--- config.mk ---
export PLATFORM = sky130hd
export DESIGN_NAME = fwd_unit
export DESIGN_NICKNAME = d
export VERILOG_FILES = /design/src/rtl/fwd_pkg.sv /design/src/rtl/fwd_track.sv /design/src/rtl/fwd_match.sv /design/src/rtl/fwd_mux.sv /design/src/rtl/fwd_unit.sv
export SDC_FILE = /design/constraint.sdc
export NUM_CORES = 1
export LEC_CHECK = 0
export BUFFER_PORTS_ARGS = -buffer_cell sky130_fd_sc_hd__clkbuf_2
export CORE_AREA = 3 3 114 116
export DETAILED_ROUTE_END_ITERATION = 10
export DIE_AREA = 0 0 117 119
export HOLD_SLACK_MARGIN = 0.08
export PLACE_DENSITY = 0.85
export SLEW_MARGIN = 20
export SYNTH_ARGS = -nofsm -noshare
export SYNTH_HDL_FRONTEND = slang
export SYNTH_SLANG_ARGS = --single-unit
--- constraint.sdc ---
create_clock -name clk -period 3.1 [get_ports clk]
set_input_delay 0.31 -clock clk [delete_from_list [all_inputs] [get_ports clk]]
set_output_delay 0.31 -clock clk [all_outputs]
set_load 0.01 [all_outputs]
--- src/rtl/fwd_pkg.sv ---
package fwd_pkg;
    typedef enum logic [1:0] {
        FWD_RF = 2'b00,
        FWD_WB = 2'b01,
        FWD_EM = 2'b10,
        FWD_LD = 2'b11
    } fwd_sel_e;
endpackage

--- src/rtl/fwd_track.sv ---
module fwd_track #(
    parameter int XLEN = 32,
    parameter int RW   = 5
) (
    input  logic            clk,
    input  logic            rst_n,
    input  logic [RW-1:0]   ex_rd,
    input  logic            ex_we,
    input  logic            ex_is_load,
    input  logic [XLEN-1:0] ex_result,
    input  logic [XLEN-1:0] mem_rdata,
    output logic            em_we,
    output logic [RW-1:0]   em_rd,
    output logic            em_ld,
    output logic [XLEN-1:0] em_res,
    output logic            wb_we,
    output logic [RW-1:0]   wb_rd,
    output logic [XLEN-1:0] wb_val
);
    typedef struct packed {
        logic            em_we;
        logic [RW-1:0]   em_rd;
        logic            em_ld;
        logic [XLEN-1:0] em_res;
        logic            wb_we;
        logic [RW-1:0]   wb_rd;
        logic            wb_from_mem;
        logic [XLEN-1:0] wb_alu;
        logic [XLEN-1:0] wb_ld;
    } slot_t;

    slot_t st_d, st_q;

    always_comb begin
        st_d             = st_q;
        st_d.wb_we       = st_q.em_we;
        st_d.wb_rd       = st_q.em_rd;
        st_d.wb_from_mem = st_q.em_ld;
        st_d.wb_alu      = st_q.em_res;
        st_d.wb_ld       = mem_rdata;
        st_d.em_we       = ex_we;
        st_d.em_rd       = ex_rd;
        st_d.em_ld       = ex_is_load;
        st_d.em_res      = ex_result;
    end

    always_ff @(posedge clk) begin
        if (!rst_n) begin
            st_q <= '0;
        end else begin
            st_q <= st_d;
        end
    end

    assign em_we  = st_q.em_we;
    assign em_rd  = st_q.em_rd;
    assign em_ld  = st_q.em_ld;
    assign em_res = st_q.em_res;
    assign wb_we  = st_q.wb_we;
    assign wb_rd  = st_q.wb_rd;
    assign wb_val = st_q.wb_from_mem ? st_q.wb_ld : st_q.wb_alu;

    // a load leaving memory delivers the word read in that cycle
    p_wb_load_data_r6: assert property (@(posedge clk) disable iff (!rst_n)
        ($past(rst_n) && $past(st_q.em_ld)) |-> (wb_val == $past(mem_rdata)));
endmodule

--- src/rtl/fwd_match.sv ---
module fwd_match
    import fwd_pkg::*;
#(
    parameter int RW         = 5,
    parameter bit STORE_PATH = 1'b0
) (
    input  logic [RW-1:0] rs,
    input  logic          em_we,
    input  logic [RW-1:0] em_rd,
    input  logic          em_ld,
    input  logic          wb_we,
    input  logic [RW-1:0] wb_rd,
    output fwd_sel_e      sel
);
    logic em_hit, wb_hit;

    always_comb begin
        em_hit = em_we && (em_rd != '0) && (em_rd == rs);
        wb_hit = wb_we && (wb_rd != '0) && (wb_rd == rs);
        sel    = FWD_RF;
        if (em_hit && !em_ld) begin
            sel = FWD_EM;
        end else if (em_hit && STORE_PATH) begin
            sel = FWD_LD;
        end else if (wb_hit) begin
            sel = FWD_WB;
        end
    end
endmodule

--- src/rtl/fwd_mux.sv ---
module fwd_mux
    import fwd_pkg::*;
#(
    parameter int XLEN = 32
) (
    input  fwd_sel_e        sel,
    input  logic [XLEN-1:0] rf_val,
    input  logic [XLEN-1:0] wb_val,
    input  logic [XLEN-1:0] em_val,
    input  logic [XLEN-1:0] ld_val,
    output logic [XLEN-1:0] out
);
    always_comb begin
        unique case (sel)
            FWD_WB:  out = wb_val;
            FWD_EM:  out = em_val;
            FWD_LD:  out = ld_val;
            default: out = rf_val;
        endcase
    end
endmodule

--- src/rtl/fwd_unit.sv ---
module fwd_unit
    import fwd_pkg::*;
#(
    parameter int XLEN = 32,
    parameter int NREG = 32,
    localparam int RW  = $clog2(NREG)
) (
    input  logic            clk,
    input  logic            rst_n,
    input  logic [RW-1:0]   ex_rs1,
    input  logic [RW-1:0]   ex_rs2,
    input  logic [XLEN-1:0] rf_rd1,
    input  logic [XLEN-1:0] rf_rd2,
    input  logic [RW-1:0]   ex_rd,
    input  logic            ex_we,
    input  logic            ex_is_load,
    input  logic [XLEN-1:0] ex_result,
    input  logic [XLEN-1:0] mem_rdata,
    output logic [1:0]      sel_a,
    output logic [1:0]      sel_b,
    output logic [1:0]      sel_st,
    output logic [XLEN-1:0] opnd_a,
    output logic [XLEN-1:0] opnd_b,
    output logic [XLEN-1:0] store_data
);
    localparam int NPATH    = 3;
    localparam int STORE_IX = NPATH - 1;

    logic            em_we, em_ld, wb_we;
    logic [RW-1:0]   em_rd, wb_rd;
    logic [XLEN-1:0] em_res, wb_val;

    logic [RW-1:0]   path_rs  [NPATH];
    logic [XLEN-1:0] path_rf  [NPATH];
    logic [XLEN-1:0] path_out [NPATH];
    fwd_sel_e        path_sel [NPATH];

    fwd_track #(.XLEN(XLEN), .RW(RW)) u_track (
        .clk(clk), .rst_n(rst_n),
        .ex_rd(ex_rd), .ex_we(ex_we), .ex_is_load(ex_is_load),
        .ex_result(ex_result), .mem_rdata(mem_rdata),
        .em_we(em_we), .em_rd(em_rd), .em_ld(em_ld), .em_res(em_res),
        .wb_we(wb_we), .wb_rd(wb_rd), .wb_val(wb_val)
    );

    assign path_rs[0] = ex_rs1;
    assign path_rs[1] = ex_rs2;
    assign path_rs[2] = ex_rs2;
    assign path_rf[0] = rf_rd1;
    assign path_rf[1] = rf_rd2;
    assign path_rf[2] = rf_rd2;

    for (genvar g = 0; g < NPATH; g++) begin : g_path
        fwd_match #(.RW(RW), .STORE_PATH(g == STORE_IX)) u_match (
            .rs(path_rs[g]),
            .em_we(em_we), .em_rd(em_rd), .em_ld(em_ld),
            .wb_we(wb_we), .wb_rd(wb_rd),
            .sel(path_sel[g])
        );
        fwd_mux #(.XLEN(XLEN)) u_mux (
            .sel(path_sel[g]),
            .rf_val(path_rf[g]), .wb_val(wb_val),
            .em_val(em_res), .ld_val(mem_rdata),
            .out(path_out[g])
        );
    end

    assign sel_a      = path_sel[0];
    assign sel_b      = path_sel[1];
    assign sel_st     = path_sel[2];
    assign opnd_a     = path_out[0];
    assign opnd_b     = path_out[1];
    assign store_data = path_out[2];

    // a non-load writer feeds the next reader from the younger slot
    p_young_fwd_r2: assert property (@(posedge clk) disable iff (!rst_n)
        (ex_we && ex_rd != '0 && !ex_is_load) |=>
            (ex_rs1 != $past(ex_rd) || (sel_a == 2'b10 && opnd_a == $past(ex_result))));

    // a load feeds the data of a store directly behind it
    p_store_load_r8: assert property (@(posedge clk) disable iff (!rst_n)
        (ex_we && ex_rd != '0 && ex_is_load) |=>
            (ex_rs2 != $past(ex_rd) || (sel_st == 2'b11 && store_data == mem_rdata)));

    // a load in the younger slot never reaches an ALU operand
    p_no_alu_load_r7: assert property (@(posedge clk) disable iff (!rst_n)
        (em_ld && em_rd == ex_rs1) |-> (sel_a != 2'b10 && sel_a != 2'b11));

    // register 0 is never forwarded
    p_zero_reg_r5: assert property (@(posedge clk) disable iff (!rst_n)
        (ex_rs2 == '0) |-> (sel_b == 2'b00 && sel_st == 2'b00 && opnd_b == rf_rd2));
endmodule

Yosys cells after proc, flatten, opt, wreduce, memory -nomap -nowiden
Index checks and enable logic that the tools add are counted.
Widths: inputs -> output; s select.
Storage, ports and cells
  register bits after elaboration: 110
  input bits: 147
  output and inout port bits: 102
  word-level logic and storage cells: 43
Cells by class
  equal/unequal tests: 13
  multiplexer cells: 10
  reductions and logical operators: 11
Operator list (count)
  $pmux 32 s3: 3
  $mux 32: 1
  $eq 5x5->1: 4
  $eq 2x2->1 const B: 6
  $reduce_bool 5->1: 2
  $logic_and 1x1->1: 8
  $mux 2: 4
  $eq 2x1->1 const B: 3
  $mux 1: 2
  $logic_not 1->1: 1

Longest topological paths before layout
  word-level depth: 8
  depth in mapped cells: 7
  depth with buffers taken out: 4

Cells and area by module
A second synthesis with hierarchy kept.
Second synthesis, totals
  cells, all modules: 491
  area, all modules: 6735.2 um2
Modules (own cells, without submodules)
  fwd_track: times used 1, cells each 310, area each 3808.7 um2, seq. area each 2202.1 um2
  fwd_mux: times used 3, cells each 39, area each 814.5 um2, seq. area each 0.0 um2
  fwd_match at g_path[0].u_match ...: times used 2, cells each 21, area each 161.4 um2, seq. area each 0.0 um2
  fwd_match at g_path[2].u_match: times used 1, cells each 22, area each 160.2 um2, seq. area each 0.0 um2

Worst setup path after synthesis
Ideal clock, no wire load.
  kind: register to output
  from: reg u_track.st_q (netlist bit u_track.em_rd[0])
  to: out opnd_a[23]
  arrival time: 1923 ps
  required time: 2790 ps
  setup slack: 867 ps
  stages on the path, launching flop included: 7
  buffers on the path: 2
  path through: dfxtp_1 or4_1 o21a_1 and3_1 buf_2 buf_2 o31ai_1
Between the ends
  word-level cells in the longest chain between the ends: 7
  elaborated cells between the ends (all ways): 10
  classes of those cells: eq/ne: 4; mux: 2; reduce/logical: 4
Ends and longest elaborated chain
  start: declaration: RTL line fwd_track.sv:32  | slot_t st_d, st_q;
  start signal: assignment: RTL line fwd_track.sv:51  | st_q <= st_d;
  $reduce_bool 5->1: RTL line fwd_match.sv:18  | em_hit = em_we && (em_rd != '0) && (em_rd == rs);
  $logic_and 1x1->1: RTL line fwd_match.sv:18
  $logic_and 1x1->1 (*): RTL line fwd_match.sv:18
  $logic_and 1x1->1 (*): RTL line fwd_match.sv:21  | if (em_hit && !em_ld) begin
  $mux 2 (*): RTL line fwd_match.sv:21
  named net sel_a[1]: RTL line fwd_unit.sv:19  | output logic [1:0] sel_a,
  $eq 2x2->1 / $eq 2x1->1 (equally long branches): RTL line fwd_mux.sv:14  | unique case (sel)
  $pmux 32 s3 (*): RTL line fwd_mux.sv:14
  end: declaration: RTL line fwd_unit.sv:22  | output logic [XLEN-1:0] opnd_a,
The timed path passes the listed nets; every way through them passes the cells marked *.

Final worst setup path
  from: reg u_track.st_q (netlist bit u_track.wb_rd[0])
  to: out opnd_b[0]
Between the ends
  word-level cells in the longest chain between the ends: 7
  elaborated cells between the ends (all ways): 10
  classes of those cells: eq/ne: 4; mux: 3; reduce/logical: 3
Ends and longest elaborated chain
  $reduce_bool 5->1: RTL line fwd_match.sv:19  | wb_hit = wb_we && (wb_rd != '0) && (wb_rd == rs);
  $logic_and 1x1->1: RTL line fwd_match.sv:19
  $logic_and 1x1->1 (*): RTL line fwd_match.sv:19
  $mux 1 (*): RTL line fwd_match.sv:25  | end else if (wb_hit) begin
  $mux 2 (*): RTL line fwd_match.sv:21
  $eq 2x2->1 / $eq 2x1->1 (equally long branches): RTL line fwd_mux.sv:14
  $pmux 32 s3 (*): RTL line fwd_mux.sv:14
  end: declaration: RTL line fwd_unit.sv:23  | output logic [XLEN-1:0] opnd_b,
Every way passes the cells marked *; elsewhere a longest branch is shown, timed or not.

==> flow_summary_export.csv <==
group,metric,value,unit
floorplanning,dieWidth,117,um
yosys,synth_nets,880,
route,antenna_left,0,
setup_path,cp_max_fo,19,
power_and_ir_drop,finalPower,3.39,mW
floorplanning,initial_core_util,0.529,
yosys,yosys_warnings,0,
min_path,hp-start,"ex_result[1]",
clocking,hold_buffers,0,
floorplanning,num_rows,40,
yosys,synth_cell_type_count,27,
route,wl_per_cell,20.5,um
yosys,syn-cell-area,6350,sq um
clocking,clkSlewWorstSetupHoldPaths,0.07,ns
floorplanning,chipHeight,119,um
yosys,synth_commonest_cells,"111 x and2_1, 110 x dfxtp_1, 79 x o31ai_1, 66 x nand4_1, 66 x nor3_1",
placement,place_ws,0.390,ns
min_path,hold_path_end,"u_track.em_res[1]",
sta,fin_skew,0.00332,ns
route,drt-total-wl,22300,um
sta,finalMaxSlewViolations,0,
yosys,synth_most_common_cell,"and2_1",
setup_path,regToRegSetupSlack,2.11,ns
global_routing,antenna_found_initial,0,
route,drt_iter0_markers,705,
setup_path,timing.rr.end,"u_track.st_q[64]",
sta,max_freq,340,MHz
finish,antenna_cells,0,
finish,fin_nets,1083,
clocking,clockBufferDepth,2,
yosys,synth_top_area_frac,0.347,
setup_path,worstRegToRegCells,1,
global_routing,grt_usage,0.315,
min_path,hold_depth,2,
route,dr.pass1.iters,5,
setup_path,startpoint_type,"register",
yosys,synth_edf_count,0,
setup_path,cp.required,2.79,ns
yosys,ys_ff_latch,110,
yosys,ys_seq_area_frac,0.347,
yosys,ys.flop_type,"dfxtp_1",
setup_path,arrival,2.63,ns
sta,timing.final.crit_share,0.950,
min_path,hold_path_class,"input port to register",
setup_path,crit_chain,"or4_1, o211a_2, buf_4, a21oi_1, o31ai_1, clkbuf_2",
sta,rsz0062_at_grt,"no",
setup_path,reg2reg_from,"u_track.em_ld",
sta,finalHoldViolCount,0,
sta,min_period,2.94,ns
route,drc,0,
yosys,synth.area.top_cells,"dfxtp_1 35%, mux2_2 11%, and2_1 11%, o31ai_1 9.3%, nand4_1 6.5%",
route,via_count,6829,
floorplanning,fp.dieArea,13900,sq um
placement,io_buffers,248,
route,viasPerCell,6.28,
setup_path,path_class,"register to output port",
sta,finalSetupViolations,0,
sta,finalSetupTns,0,ns
finish,area_growth,25.3,%
placement,hpwlAfterDp,15500,um
clocking,cts_buffers,9,
outcome,outcome,"finished, final reports clean",
job,cap_violations,0,
yosys,async_flop_share,0,
sta,relSlewSlack,0.428,
yosys,synthCells,733,
global_routing,grt_pass1_vias,6856,
yosys,synth_top_cell_by_area,"dfxtp_1",
clocking,cts_tree,"built",
clocking,cts_sinks,110,
global_routing,globalRoute.totalOverflow,0,
global_routing,grt_max_degree,65,
power_and_ir_drop,vdd_drop_max,0.350,mV
setup_path,crit_slowest_cell,"or4_1",
sta,worst_slew_pin_slew,0.858,ns
power_and_ir_drop,power_leakage,3.31,nW
finish,final_layout_size_suffix_gt1_frac,0.409,
clocking,cts-root-buf,"clkbuf_16",
sta,final_critical_path_setup_slack,0.155,ns
setup_path,end_kind,"output port",
yosys,avgSynthCellArea,8.66,sq um
floorplanning,ios,249,
finish,final_util,0.663,
clocking,h-tree-depth,3,
power_and_ir_drop,power.density,426,nW/um^2
clocking,clk-insertion-delay-late,0.35,ns
global_routing,grt_pass1_wl,34600,um
placement,gp_congestion,0.966,
setup_path,cpPeakStageDelay,0.68,ns
floorplanning,core_area,12000,sq um
cell usage in the layout (no fill, tap or decap), drive strengths merged, types with 8 or more instances in the layout:
cell type | netlist | routed
clkbuf | 65 | 258
and2 | 111 | 111
dfxtp | 110 | 110
o31ai | 96 | 96
nand4 | 66 | 66
nor3 | 66 | 66
a21oi | 64 | 64
mux2 | 64 | 64
nand3 | 33 | 33
buf | 20 | 29
xnor2 | 12 | 12
xor2 | 8 | 8
state kept, by name (all words and copies together), names as in the netlist:
signal and cells:
u_track.st_q 65, u_track.em_res 32, u_track.em_rd 5, u_track.wb_rd 5, u_track.em_ld 1, u_track.em_we 1
u_track.wb_we 1
cells by family after synthesis:
kind of cell    count (synthesis)  synth area share
simple gates                  286             0.262
compound gates                167             0.188
flops                         110             0.347
buf+inv                        86            0.0619
mux                            64             0.113
xor+xnor                       20            0.0276
layer usage:
metal,share of wire,global-route usage
met5,0,0
met4,0.036,0.139
met3,0.093,0.0666
met2,0.48,0.522
met1,0.40,0.388
cell type report:
| class | count | area (sq um) |
|---|---|---|
| Clock inverter | 6 | 68.8 |
| Clock buffer | 10 | 239 |
| Tap cell | 147 | 184 |
| Fill cell | 1014 | 4050 |
| Sequential cell | 110 | 2200 |
| Multi-Input combinational cell | 537 | 3800 |
| Timing Repair Buffer | 277 | 1460 |
| Inverter | 1 | 3.75 |
report_power, final:
group	switching, mW	internal [mW]
clock network	0.539	0.655
logic	0.374	0.289
registers	0.0509	1.48
how the worst max path moves through the flow:
stage,slack (ns),end,start
floorplan,0.87,opnd_a[23],u_track.em_rd[0]
global placement,0.39,opnd_b[31],u_track.em_rd[0]
detailed placement,0.39,opnd_b[31],u_track.em_rd[0]
CTS,0.006,store_data[31],u_track.em_rd[0]
global route,0.05,opnd_b[8],u_track.wb_rd[0]
finish,0.16,opnd_b[0],u_track.wb_rd[0]
what timing repair did:
action / CTS / global route
endpoints found under the setup margin: 2 / 46
pin swaps: 0 / 1
buffers inserted: 0 / 1
gates cloned: 0 / 0
gates resized for setup: 1 / 2
critical path, delay by kind of cell (launching register included):
kind	cells	cell delay, ns
AOI/OAI and AO/OA	3	0.80
and+or+nand+nor	1	0.68
buffers and inverters	2	0.43
DFF	1	0.34
through the flow:
step	instances	cell area, sq um	hold slack (ns)
after global routing	1088	7960	0.151
after floorplan	733	6350	0.432
after detailed placement	1071	7640	0.469
after CTS	1087	7950	0.147
final	1088	7960	0.156
after global placement	1071	7640	0.465
Note: power is estimated with default switching activity, not from simulation.
